===== src/rtl/keyq_pkg.sv =====
package keyq_pkg;

   typedef enum logic {
      RD_POP  = 1'b0,
      RD_PEEK = 1'b1
   } rd_kind_e;

   function automatic bit is_pow2(input int v);
      return (v > 0) && ((v & (v - 1)) == 0);
   endfunction

endpackage


===== src/rtl/keyq_store.sv =====
module keyq_store #(
   parameter int DEPTH = 16,
   parameter int DW    = 8,
   localparam int AW   = $clog2(DEPTH)
) (
   input  logic          clk,
   input  logic          we,
   input  logic [AW-1:0] waddr,
   input  logic [DW-1:0] wdata,
   input  logic [AW-1:0] raddr_a,
   output logic [DW-1:0] rdata_a,
   input  logic [AW-1:0] raddr_b,
   output logic [DW-1:0] rdata_b
);

   logic [DW-1:0] mem_q [DEPTH];

   always_ff @(posedge clk) begin
      if (we) mem_q[waddr] <= wdata;
   end

   assign rdata_a = mem_q[raddr_a];
   assign rdata_b = mem_q[raddr_b];

endmodule


===== src/rtl/keyq_ptr.sv =====
module keyq_ptr #(
   parameter int DEPTH = 16,
   localparam int AW   = $clog2(DEPTH),
   localparam int LW   = AW + 1
) (
   input  logic          clk,
   input  logic          rst_n,
   input  logic          clr,
   input  logic          push_req,
   input  logic          pop_req,
   input  logic          suppress,
   output logic          push_ok,
   output logic          pop_ok,
   output logic          ovf_evt,
   output logic [AW-1:0] start_o,
   output logic [AW-1:0] waddr_o,
   output logic [LW-1:0] len_o
);

   logic [AW-1:0] start_q, start_d;
   logic [LW-1:0] len_q, len_d;
   logic          full;

   assign full    = (len_q == LW'(DEPTH));
   assign push_ok = push_req & ~clr & ~suppress & ~full;
   assign ovf_evt = push_req & ~clr & ~suppress & full;
   assign pop_ok  = pop_req & ~clr & (len_q > LW'(1));

   always_comb begin
      start_d = start_q;
      len_d   = len_q;
      if (clr) begin
         start_d = '0;
         len_d   = '0;
      end else begin
         if (pop_ok) start_d = start_q + AW'(1);
         unique case ({push_ok, pop_ok})
            2'b10:   len_d = len_q + LW'(1);
            2'b01:   len_d = len_q - LW'(1);
            default: len_d = len_q;
         endcase
      end
   end

   always_ff @(posedge clk or negedge rst_n) begin
      if (!rst_n) begin
         start_q <= '0;
         len_q   <= '0;
      end else begin
         start_q <= start_d;
         len_q   <= len_d;
      end
   end

   assign start_o = start_q;
   assign waddr_o = start_q + len_q[AW-1:0];
   assign len_o   = len_q;


   len_cap_chk: assert property (@(posedge clk) disable iff (!rst_n)
      len_q <= LW'(DEPTH));


   clr_empty_chk: assert property (@(posedge clk) disable iff (!rst_n)
      clr |=> (len_q == '0 && start_q == '0));


   push_grow_chk: assert property (@(posedge clk) disable iff (!rst_n)
      (push_ok && !pop_ok) |=> (len_q == $past(len_q) + LW'(1)));


   push_pop_chk: assert property (@(posedge clk) disable iff (!rst_n)
      (push_ok && pop_ok) |=> $stable(len_q));

endmodule


===== src/rtl/keyq_flags.sv =====
module keyq_flags (
   input  logic clk,
   input  logic rst_n,
   input  logic clr,
   input  logic ack,
   input  logic push_ok,
   input  logic ovf_evt,
   output logic kp_o,
   output logic err_o,
   output logic ovf_o,
   output logic suppress_o
);

   logic kp_q, err_q, ovf_q;

   always_ff @(posedge clk or negedge rst_n) begin
      if (!rst_n) begin
         kp_q  <= 1'b0;
         err_q <= 1'b0;
         ovf_q <= 1'b0;
      end else begin
         if (clr)          kp_q <= 1'b0;
         else if (push_ok) kp_q <= 1'b1;
         else if (ack)     kp_q <= 1'b0;

         if (clr)          err_q <= 1'b0;
         else if (ovf_evt) err_q <= 1'b1;
         else if (ack)     err_q <= 1'b0;

         if (ovf_evt)      ovf_q <= 1'b1;
      end
   end

   assign kp_o       = kp_q;
   assign err_o      = err_q;
   assign ovf_o      = ovf_q;
   assign suppress_o = ovf_q & err_q;


   ovf_sticky_chk: assert property (@(posedge clk) disable iff (!rst_n)
      ovf_q |=> ovf_q);


   ack_clears_chk: assert property (@(posedge clk) disable iff (!rst_n)
      (ack && !push_ok && !ovf_evt) |=> (!kp_q && !err_q));

endmodule


===== src/rtl/keyq_top.sv =====
module keyq_top #(
   parameter int DEPTH     = 16,
   parameter int CODE_W    = 7,
   parameter int IDX_W     = 8,
   parameter bit REG_RDATA = 1'b1,
   localparam int AW       = $clog2(DEPTH),
   localparam int LW       = AW + 1,
   localparam int DW       = CODE_W + 1,
   localparam int CW       = (IDX_W > LW) ? IDX_W : LW
) (
   input  logic              clk,
   input  logic              rst_n,
   input  logic              clr_i,
   input  logic              ack_i,
   input  logic              ev_valid_i,
   input  logic [CODE_W-1:0] ev_code_i,
   input  logic              ev_press_i,
   input  logic              rd_req_i,
   input  logic              rd_peek_i,
   input  logic [IDX_W-1:0]  rd_idx_i,
   output logic [DW-1:0]     rd_data_o,
   output logic [LW-1:0]     fill_o,
   output logic              kp_flag_o,
   output logic              err_flag_o,
   output logic              ovf_flag_o
);
   import keyq_pkg::*;

   if (!is_pow2(DEPTH) || DEPTH < 2) begin : g_bad_depth
      $error("keyq_top: DEPTH must be a power of two of at least 2");
   end
   if (IDX_W < AW) begin : g_bad_idx
      $error("keyq_top: IDX_W must cover the address width");
   end
   if (CODE_W < 1) begin : g_bad_code
      $error("keyq_top: CODE_W must be at least 1");
   end

   rd_kind_e      kind;
   logic          push_ok, pop_ok, ovf_evt, suppress;
   logic [AW-1:0] start, waddr, pop_addr, peek_addr;
   logic [LW-1:0] len;
   logic [DW-1:0] pop_data, peek_data, rd_next;
   logic [CW-1:0] idx_ext, len_ext;
   logic          peek_hit;

   assign kind = rd_kind_e'(rd_peek_i);

   keyq_ptr #(.DEPTH(DEPTH)) u_ptr (
      .clk      (clk),
      .rst_n    (rst_n),
      .clr      (clr_i),
      .push_req (ev_valid_i),
      .pop_req  (rd_req_i && kind == RD_POP),
      .suppress (suppress),
      .push_ok  (push_ok),
      .pop_ok   (pop_ok),
      .ovf_evt  (ovf_evt),
      .start_o  (start),
      .waddr_o  (waddr),
      .len_o    (len)
   );

   keyq_flags u_flags (
      .clk        (clk),
      .rst_n      (rst_n),
      .clr        (clr_i),
      .ack        (ack_i),
      .push_ok    (push_ok),
      .ovf_evt    (ovf_evt),
      .kp_o       (kp_flag_o),
      .err_o      (err_flag_o),
      .ovf_o      (ovf_flag_o),
      .suppress_o (suppress)
   );

   assign pop_addr  = start + AW'(1);
   assign peek_addr = start + rd_idx_i[AW-1:0];

   keyq_store #(.DEPTH(DEPTH), .DW(DW)) u_store (
      .clk     (clk),
      .we      (push_ok),
      .waddr   (waddr),
      .wdata   ({ev_press_i, ev_code_i}),
      .raddr_a (pop_addr),
      .rdata_a (pop_data),
      .raddr_b (peek_addr),
      .rdata_b (peek_data)
   );

   assign idx_ext  = CW'(rd_idx_i);
   assign len_ext  = CW'(len);
   assign peek_hit = idx_ext < len_ext;

   always_comb begin
      rd_next = '0;
      if (!clr_i) begin
         if (kind == RD_POP) rd_next = pop_ok ? pop_data : '0;
         else                rd_next = peek_hit ? peek_data : '0;
      end
   end

   if (REG_RDATA) begin : g_rd_reg
      logic [DW-1:0] rd_q;
      always_ff @(posedge clk or negedge rst_n) begin
         if (!rst_n)        rd_q <= '0;
         else if (rd_req_i) rd_q <= rd_next;
      end
      assign rd_data_o = rd_q;


      rd_hold_chk: assert property (@(posedge clk) disable iff (!rst_n)
         !rd_req_i |=> $stable(rd_data_o));


      short_pop_chk: assert property (@(posedge clk) disable iff (!rst_n)
         (rd_req_i && !rd_peek_i && !clr_i && fill_o <= LW'(1))
         |=> (rd_data_o == '0 && $stable(fill_o)));


      peek_miss_chk: assert property (@(posedge clk) disable iff (!rst_n)
         (rd_req_i && rd_peek_i && !clr_i && !ev_valid_i && CW'(rd_idx_i) >= CW'(fill_o))
         |=> (rd_data_o == '0 && $stable(fill_o)));
   end else begin : g_rd_comb
      assign rd_data_o = rd_req_i ? rd_next : '0;
   end

   assign fill_o = len;


   suppress_chk: assert property (@(posedge clk) disable iff (!rst_n)
      (ovf_flag_o && err_flag_o && ev_valid_i && !rd_req_i && !clr_i && !ack_i)
      |=> ($stable(fill_o) && $stable(kp_flag_o)));

endmodule


===== config.mk =====
export PLATFORM = sky130hd
export DESIGN_NAME = keyq_top
export DESIGN_NICKNAME = d
export VERILOG_FILES = /design/src/rtl/keyq_pkg.sv /design/src/rtl/keyq_store.sv /design/src/rtl/keyq_ptr.sv /design/src/rtl/keyq_flags.sv /design/src/rtl/keyq_top.sv
export SDC_FILE = /design/constraint.sdc
export NUM_CORES = 1
export LEC_CHECK = 0
export BUFFER_PORTS_ARGS = -buffer_cell sky130_fd_sc_hd__buf_4
export CAP_MARGIN = 30
export CORE_MARGIN = 8
export CORE_UTILIZATION = 50
export DETAILED_ROUTE_END_ITERATION = 12
export GPL_TIMING_DRIVEN = 0
export HOLD_SLACK_MARGIN = 0.1
export PLACE_DENSITY_LB_ADDON = 0.25
export SLEW_MARGIN = 20
export SYNTH_ARGS = -nofsm -noshare
export SYNTH_HDL_FRONTEND = slang
export SYNTH_SLANG_ARGS = --single-unit

===== constraint.sdc =====
create_clock -name clk -period 2.65 [get_ports clk]
set_clock_uncertainty 0.05 [all_clocks]
set_input_delay 0.3975 -clock clk [delete_from_list [all_inputs] [get_ports clk]]
set_output_delay 0.3975 -clock clk [all_outputs]
set_load 0.005 [all_outputs]

Word-level counts from Yosys, hierarchy flattened

Memory sizes are Yosys's and may differ from the RTL's.
Cells that the tools add are included.
Widths: inputs -> output; s select.

Add/sub/neg operators: 5
Multiply operators: 0
Divide/modulo/power cells: 0
Magnitude comparators: 2
Equal/unequal tests: 3
Shift operators: 0
Multiplexer cells: 15
Bitwise operators: 11
Reduce and logical (&&, ||, !) cells: 5

Operator list:

| kind                | number |
|---|---|
| $mux 8              | 4 |
| $pmux 5 s2          | 1 |
| $reduce_bool 3->1   | 3 |
| $add 4x4->4         | 2 |
| $lt 8x5->1          | 1 |
| $mux 4              | 2 |
| $and 1x1->1         | 7 |
| $mux 1              | 7 |
| $add 5x1->5 const B | 1 |
| $eq 5x5->1 const B  | 1 |
| $gt 5x1->1 const B  | 1 |
| $mux 5              | 1 |
| $sub 5x1->5 const B | 1 |
| $add 4x1->4 const B | 1 |
| $not 1->1           | 4 |
| $eq 2x1->1 const B  | 1 |
| $eq 2x2->1 const B  | 1 |
| $reduce_bool 2->1   | 1 |
| $logic_and 1x1->1   | 1 |

Register bits: 20
Latch bits: 0
Memory bits (writable): 128
ROM bits: 0
Output and inout port bits: 16
Word-level logic and storage cells: 48
Memories kept: 1

Memories:

| memory        | depth | bits a word | rd ports | clocked after Yosys merged registers in | write ports | line             | RTL |
|---|---|---|---|---|---|---|---|
| u_store.mem_q | 16    | 8           | 2        | 0                                       | 1           | keyq_store.sv:16 | `logic [DW-1:0] mem_q [DEPTH];` |

Logic depth before layout (Yosys ltp)

Gate-level depths: netlist of run 1.

Word-level depth: 7
Mapped depth: 10
Mapped depth without buffers: 7

Cells and area by module

Synthesis of run 1 repeated with hierarchy kept, for this count alone.

Cell total of the unflattened synthesis: 465
Area total of the unflattened synthesis: 7651.1 um^2

By module, submodules not included:

| module     | times used | cells an instance | area an instance (um^2) | sequential area each (um^2) |
|---|---|---|---|---|
| keyq_store | 1          | 291               | 6025.8                  | 3843.7 |
| keyq_ptr   | 1          | 87                | 835.8                   | 225.2 |
| keyq_top   | 1          | 76                | 671.9                   | 200.2 |
| keyq_flags | 1          | 11                | 117.6                   | 75.1 |

Worst setup path after synthesis of run 1

Ideal clock, no wire load.

Path type: flip-flop to flip-flop
Start: reg u_ptr.len_q[1], in the netlist u_ptr.len_o[1]
End: mem u_store.mem_q[0][0], enable pin
Setup time: 370 ps
Arrival: 2263 ps
Setup slack: -34 ps
Cell stages (with the launch flop): 8
Buffers on the path: 1
Path through: dfrtp_1 -> inv_1 -> ha_1 -> and4bb_4 -> or3_1 -> buf_6 -> or3_4 -> nor2_1

Cells in the longest elaborated chain, start to end: 5
Elaborated cells on any way between the ends: 6

Ends and longest elaborated chain:

| item                         | line             | RTL |
|---|---|---|
| from (decl)                  | keyq_ptr.sv:21   | `logic [LW-1:0] len_q, len_d;` |
| from (signal assigned)       | keyq_ptr.sv:51   | `len_q <= len_d;` |
| $eq 5x5->1                   | keyq_ptr.sv:24   | `assign full = (len_q == LW'(DEPTH));` |
| $not 1->1                    | keyq_ptr.sv:25   | `assign push_ok = push_req & ~clr & ~suppress & ~full;` |
| $and 1x1->1                  | keyq_ptr.sv:25   |  |
| $mux 1                       | keyq_store.sv:19 | `if (we) mem_q[waddr] <= wdata;` |
| $mux 1 (not written as such) | keyq_store.sv:19 |  |
| to (decl)                    | keyq_store.sv:16 |  |

Parallel ways exist; a longest one is shown, timed or not.

Final worst setup path of run 1

Start: reg u_ptr.start_q[0], in the netlist u_ptr.start_o[0]
End: reg g_rd_reg.rd_q[6], in the netlist rd_data_o[6]

Cells in the longest elaborated chain, start to end: 5
Elaborated cells on any way between the ends: 7

Ends and longest elaborated chain:

| item                                       | line                           | RTL |
|---|---|---|
| from (decl)                                | keyq_ptr.sv:20                 | `logic [AW-1:0] start_q, start_d;` |
| from (signal assigned)                     | keyq_ptr.sv:50                 | `start_q <= start_d;` |
| $add 4x1->4 or $add 4x4->4 (tied branches) | keyq_top.sv:77, keyq_top.sv:78 |  |
| $mem_v2 16x8 (*)                           | -                              |  |
| $mux 8 (on tied branches)                  | keyq_top.sv:98, keyq_top.sv:99 |  |
| $mux 8 (*)                                 | keyq_top.sv:98                 | `if (kind == RD_POP) rd_next = pop_ok ? pop_data : '0;` |
| $mux 8 (*)                                 | keyq_top.sv:97                 | `if (!clr_i) begin` |
| to (signal assigned)                       | keyq_top.sv:107                | `else if (rd_req_i) rd_q <= rd_next;` |
| to (decl)                                  | keyq_top.sv:104                | `logic [DW-1:0] rd_q;` |

Mark *: on every way between the ends. The rest lies on a longest branch, timed or not.
A chain may end at the register's enable or synchronous reset.

==> results of run 1 <==
==> kinds of logic (layout without fill, tap and decap cells) <==
| kind of cell | after synthesis | in the layout |
|---|---|---|
| XOR/XNOR | 14 | 14 |
| AND/OR/NAND/NOR | 138 | 138 |
| multiplexers | 84 | 84 |
| adder cells (fa/ha/maj) | 17 | 17 |
| AO/OA/AOI/OAI | 53 | 53 |
| buffers and inverters | 40 | 147 |
| flip-flops | 148 | 148 |
==> power breakdown <==
part	internal, W	leakage [nW]	switching, W	total (W)
Combinational	0.000456	1.63	0.000507	0.000963
Clock	0.00130	0.263	0.000973	0.00227
Sequential	0.00258	1.42	0.0000253	0.00260
Total	0.00433	3.32	0.00151	0.00583
==> worst max-delay path, delay by kind of cell, from the launching register on <==
| kind | cells | cell delay, ns |
|---|---|---|
| adder cells (fa/ha/maj) | 2 | 0.65 |
| multiplexers | 1 | 0.31 |
| buffers and inverters | 4 | 0.59 |
| flip-flops | 1 | 0.43 |
| AO/OA/AOI/OAI | 2 | 0.43 |
==> state kept, by name, summed over array words and instances (netlist names) <==
signal / cells
rd_data_o: 8
u_flags.err_o: 1
u_flags.kp_o: 1
u_flags.ovf_o: 1
u_ptr.len_o: 5
u_ptr.start_o: 4
u_store.mem_q: 128
==> final timing paths <==
path / to / slack, ns / start
max: rd_data_o[6]$_DFFE_PN0P_ / 0.007 / u_ptr.start_o[0]$_DFFE_PN0P_
max in group asynchronous: u_ptr.start_o[1]$_DFFE_PN0P_ / 1.94 / rst_n
min in group asynchronous: u_flags.kp_o$_DFFE_PN0P_ / 0.35 / rst_n
min reg2reg: u_flags.kp_o$_DFFE_PN0P_ / 0.42 / u_flags.kp_o$_DFFE_PN0P_
max reg2reg: rd_data_o[6]$_DFFE_PN0P_ / 0.007 / u_ptr.start_o[0]$_DFFE_PN0P_
min: u_flags.kp_o$_DFFE_PN0P_ / 0.17 / ack_i
==> layer usage <==
| metal | vias up | part of all wire (%) | GRT usage, % |
|---|---|---|---|
| li1 | 2172 | - | - |
| met1 | 2634 | 40 | 28.4 |
| met2 | 323 | 48 | 35.1 |
| met3 | 46 | 9.0 | 4.89 |
| met4 | 0 | 2.7 | 8.74 |
| met5 | - | 0 | 0 |
==> repair_timing <==
| action | in CTS | in global routing |
|---|---|---|
| cloned | 0 | 0 |
| hold endpoints to repair | 20 | 0 |
| setup endpoints to repair | 136 | 116 |
| hold buffers | 1 | 0 |
| resized for setup | 52 | 40 |
| pin swaps | 17 | 6 |
| setup buffers | 23 | 13 |
==> synthesized netlist by cell type (all sizes together) (2+ instances only) <==
cell type  count
edfxtp       128
mux4          64
nand2         42
nor3          25
nor2          24
buf           23
dfrtp         20
ha            15
a21oi         13
nand3         13
mux2i         12
inv           10
nand2b        10
a221oi         8
a31oi          8
mux2           8
o2111a         8
xnor2          8
clkbuf         7
xor2           6
o21ai          5
a21o           4
nand3b         4
or3            4
nand4          3
and3           2
fa             2
nor2b          2
o31ai          2
==> cell type report <==
class / instances / area [um2] / area share [%]
sequential: 148 / 4350 / 45.7
multi-input combinational: 306 / 3390 / 35.6
timing repair buffer: 75 / 682 / 7.16
clock buffer: 18 / 429 / 4.51
buffer: 30 / 270 / 2.84
tap: 188 / 235 / 2.47
clock inverter: 14 / 128 / 1.34
inverter: 10 / 37.5 / 0.394
==> cells in the final DEF, fill, tap and decap left out, drive strengths merged, types with 12 or more instances in the layout <==
cell type,synthesis,layout
edfxtp,128,128
buf,23,97
mux4,64,64
nand2,42,42
nor3,25,25
clkbuf,7,25
nor2,24,24
dfrtp,20,20
ha,15,15
a21oi,13,13
inv,10,13
nand3,13,13
mux2i,12,12
==> per-stage QoR <==
stage	cell area [um2]	setup TNS, ns	util (%)
after CTS	9240	0	61.2
after global placement	8190	-64.15	54.2
after detailed placement	8190	-67.31	54.2
after global routing	9520	-0.396	63.1
after floorplan	7660	-0.962	-
final	9520	0	63.1
==> flow_summary.toml, run 1 <==
[status]
status = "finished, final reports clean"

[grt]
grt.total_usage_pct = 21.9
grt-ovfl-total = 0
grt_pass1_vias = 5294
grt_max_degree = 21
antenna_found_initial = 0
grt_pass1_wl_mm = 31.5

[final_layout]
drive_gt1_share_pct = 42.3
fin_nets = 628
stdcell_count = 789
fill_cells = 1072
area_growth_pct = 24.2
antenna_cells = 0

[floorplan]
num_rows = 45
die_width_um = 140
die_h_um = 140
start_util_pct = 50.8
dieArea_um2 = 19500
io_pins = 39
core_um2 = 15100

[drt]
num_vias = 5175
drt_first_pass_iters = 6
via_per_inst = 6.56
drc = 0
drtIter0Drc = 641
routedWlPerCell_um = 26.6
wl_mm = 21.0
ant_nets = 0

[timing]
hold_ws_ns = 0.174
finalCritPeriodShare_pct = 99.7
tightest_slew_ns = 0.927
slew_headroom_pct = 38.2
setup_viol = 0
rsz0062_at_grt = "yes"
finalCriticalPeriod_ns = 2.64
clock.fmax_mhz = 378
hold_violations = 0
slew_violations = 0
setup_ws_ns = 0.00728

[power_and_ir_drop]
ir_worst_vdd_mv = 0.467
finalPower_w = 0.00583
cellPowerDensity_nw_per_um2 = 613
p_leak_nw = 3.32

[critical_path]
arrival_ns = 2.83
critPathRequiredTime_ns = 2.84
end_kind = "flip-flop"
r2r_cells = 9
critPathMaxFanout = 10
cp_slowest_cell = "fa_1"
cp_slowest_stage_delay_ns = 0.46
critPathLaunchType = "flip-flop"
crit_chain = "ha_4 > fa_1 > buf_6 > buf_12 > clkbuf_16 > buf_4 > mux4_2 > a31oi_2 > a221oi_1"
worst-setup-path-type = "reg2reg"

[synth]
ys.warnings.count = 0
yosysTopAreaCell = "edfxtp_1"
synth-edff-count = 128
synth-xor-area-share_pct = 1.80
synth_flop_cell = "edfxtp_1"
netlist_instances = 494
synth_cell_type_count = 53
synth.mux.area_fraction_pct = 21.5
avgSynthCellArea_um2 = 15.5
synth_top_area_share_pct = 50.1
synth_fa_ha_area_share_pct = 2.97
synth_top_family_by_area = "multiplexers"
synth_compound_area_share_pct = 5.11
synth_area_um2 = 7660
synthSimpleGateAreaFrac_pct = 9.03
synth.area.top_cells = "edfxtp_1, mux4_2, dfrtp_1"
ys_seq_area_share_pct = 56.7
synthesis.nets = 534
ys_async_sr_fraction_pct = 13.5
synth_seq_cells = 148

[placed_design]
place_congestion = 0.908
post-place-ws_ns = -0.590
hpwlAfterDp_mm = 13.9
dp.cells = 720
io_buffers = 38

[clock_network]
clkLatencyLatePin_ns = 0.43
clk_path_buf_depth = 2
h-tree-depth = 4
root_buffer = "clkbuf_16"
cts_tree = "done"
cts_buffers = 17
clk_pin_slew_ns = 0.06
clock-sinks = 148

[job]
cap_violations = 0

[worst_hold_path]
holdCritPathClass = "in2reg"
min_path_cells = 4
No activity file was read; power rests on OpenSTA's default activity.
==> run 2: changes to the inputs <==
==> constraint.sdc (replaced) <==
create_clock -name clk -period 2.65 [get_ports clk]
set_clock_uncertainty 0.05 [all_clocks]
set_input_delay 0.265 -clock clk [delete_from_list [all_inputs] [get_ports clk]]
set_output_delay 0.265 -clock clk [all_outputs]
set_load 0.005 [all_outputs]
==> run 2 against run 1 <==
Combinational power about the same. Critical path depth unchanged. The run now ends with negative setup slack left. Largest power group unchanged. Count of clock-buffer cells in the layout is the same. Maximum frequency shrank 0.29%. Core utilization rose by 0.20 points. Sequential cell count unchanged. First-iteration DRC count down 7.3%. Global-route usage increased by 0.089 points. Worst setup slack lost 0.0078 ns. Largest cell class unchanged. Sequential share of layout area down 0.14 points.
==> flow_summary.toml, run 2 (synthesized netlist as in run 1, its figures left out) <==
[power_and_ir_drop]
ir_worst_vdd_mv = 0.469
p_leak_nw = 3.33
cellPowerDensity_nw_per_um2 = 610
finalPower_w = 0.00583

[status]
status = "complete, but fails checks"
failed_checks = "negative setup slack"

[grt]
antenna_found_initial = 0
grt-ovfl-total = 0
grt_pass1_vias = 5317
grt_max_degree = 21
grt_pass1_wl_mm = 31.6
grt.total_usage_pct = 21.9

[job]
cap_violations = 0

[critical_path]
worst-setup-path-type = "reg2reg"
end_kind = "flip-flop"
arrival_ns = 2.86
critPathMaxFanout = 10
cp_slowest_stage_delay_ns = 0.51
crit_chain = "ha_4 > fa_1 > buf_6 > buf_8 > mux4_2 > nand2_1 > nor3_1 > a31oi_1 > a221oi_1"
r2r-end = "rd_data_o[0]$_DFFE_PN0P_"
critPathRequiredTime_ns = 2.86
cp_slowest_cell = "fa_1"
critPathLaunchType = "flip-flop"
r2r_start = "u_ptr.start_o[0]$_DFFE_PN0P_"
r2r_cells = 9
rrSetupSlack_ns = -0.0005

[clock_network]
cts_tree = "done"
h-tree-depth = 4
clk_path_buf_depth = 2
clkLatencyLatePin_ns = 0.43
root_buffer = "clkbuf_16"
cts_buffers = 17
clk_pin_slew_ns = 0.06
clock-sinks = 148

[drt]
drt_first_pass_iters = 5
ant_nets = 0
num_vias = 5162
routedWlPerCell_um = 26.5
drtIter0Drc = 594
drc = 0
wl_mm = 21.0
via_per_inst = 6.52

[final_layout]
antenna_cells = 0
fin_nets = 631
area_growth_pct = 24.6
regMostFlops = "u_store.mem_q"
final_cell_mix = "edfxtp_1, buf_4, mux4_2"
drive_gt1_share_pct = 42.1
layout_commonest_cell = "edfxtp_1"
post-route-util_pct = 63.3
largest_reg_flops = 128

[worst_hold_path]
min_path_cells = 1
hp-start = "ev_code_i[2]"
hold_end = "u_store.mem_q[12][2]$_DFFE_PP_"
holdCritPathClass = "in2reg"

[timing]
clock.fmax_mhz = 377
finalCriticalPeriod_ns = 2.65
setup_ws_ns = -0.000538
setup_viol = 1
rsz0062_at_grt = "yes"
finalCritPeriodShare_pct = 100
hold_violations = 0
slew_violations = 0
tightest_slew_ns = 0.914
slew_headroom_pct = 39.1

[floorplan]
io_pins = 39
die_width_um = 140
start_util_pct = 50.8
core_um2 = 15100
dieArea_um2 = 19500
num_rows = 45
die_h_um = 140

[placed_design]
io_buffers = 38
hpwlAfterDp_mm = 13.9
place_congestion = 0.908
[run 2: changes by cell type in the layout (fill, tap and decap cells not counted), sizes merged]
cell | before | now
dlygate4sd3 | 1 | 4
[run 2: cell type report]
| class | count | area [um2] |
|---|---|---|
| clock buffers | 18 | 429 |
| inverters | 10 | 37.5 |
| plain buffers | 30 | 270 |
| fillers | 1070 | 5540 |
| repair buffers | 78 | 712 |
| multi-input cells | 306 | 3390 |
| well taps | 188 | 235 |
| flip-flops and latches | 148 | 4350 |
| clock inverters | 14 | 128 |
[run 2: per-layer routing]
| metal | wire length [um] | global-route usage (%) | vias up |
|---|---|---|---|
| met2 | 10200 | 35.3 | 297 |
| met3 | 1790 | 4.82 | 41 |
| met1 | 8470 | 28.5 | 2645 |
| met5 | 0 | 0 | - |
| met4 | 556 | 8.74 | 0 |
| li1 | - | - | 2179 |
[run 2: metrics by stage]
step | setup TNS (ns) | hold WS (ns) | instances | setup slack (ns) | area [um2]
finish | -0.000538 | 0.126 | 792 | -0.000538 | 9550
global route | -0.396 | 0.122 | 792 | -0.0381 | 9550
CTS | 0 | 0.117 | 779 | 0.00115 | 9270
detailed placement | -66.52 | 0.123 | 720 | -0.590 | 8190
global placement | -63.39 | 0.119 | 720 | -0.575 | 8190
floorplan | -0.962 | -0.0806 | 494 | -0.0337 | 7660
[run 2: worst max-delay path by stage]
| stage | from | endpoint | cells past startpoint |
|---|---|---|---|
| after global placement | u_ptr.len_o[1]$_DFFE_PN0P_ | u_store.mem_q[8][4]$_DFFE_PP_ | 7 |
| final | u_ptr.start_o[0]$_DFFE_PN0P_ | rd_data_o[0]$_DFFE_PN0P_ | 9 |
| after global routing | u_ptr.start_o[0]$_DFFE_PN0P_ | rd_data_o[6]$_DFFE_PN0P_ | 9 |
| after floorplan | u_ptr.len_o[1]$_DFFE_PN0P_ | u_store.mem_q[0][0]$_DFFE_PP_ | 7 |
| after CTS | u_ptr.len_o[0]$_DFFE_PN0P_ | u_store.mem_q[0][3]$_DFFE_PP_ | 7 |
| after detailed placement | u_ptr.len_o[1]$_DFFE_PN0P_ | u_store.mem_q[8][2]$_DFFE_PP_ | 7 |
[run 2: worst max-delay path, delay by kind of cell (launching register included)]
family,cells,cell delay [ns]
AO/OA/AOI/OAI,2,0.47
adder cells (fa/ha/maj),2,0.70
buffers and inverters,2,0.31
flip-flops,1,0.43
multiplexers,1,0.36
AND/OR/NAND/NOR,2,0.17
[run 2: report_power, final]
group	switching [W]	total, W	internal, W
combinational	0.000505	0.000964	0.000459
clock	0.000971	0.00227	0.00130
sequential	0.0000253	0.00260	0.00258
[run 2: timing repair]
item                                    in CTS  in global routing
setup buffers                               23                 13
hold buffers                                 4                  0
endpoints found under the setup margin     136                116
endpoints found under the hold margin       38                  0
resized for setup                           52                 40
pin swaps                                   17                  6
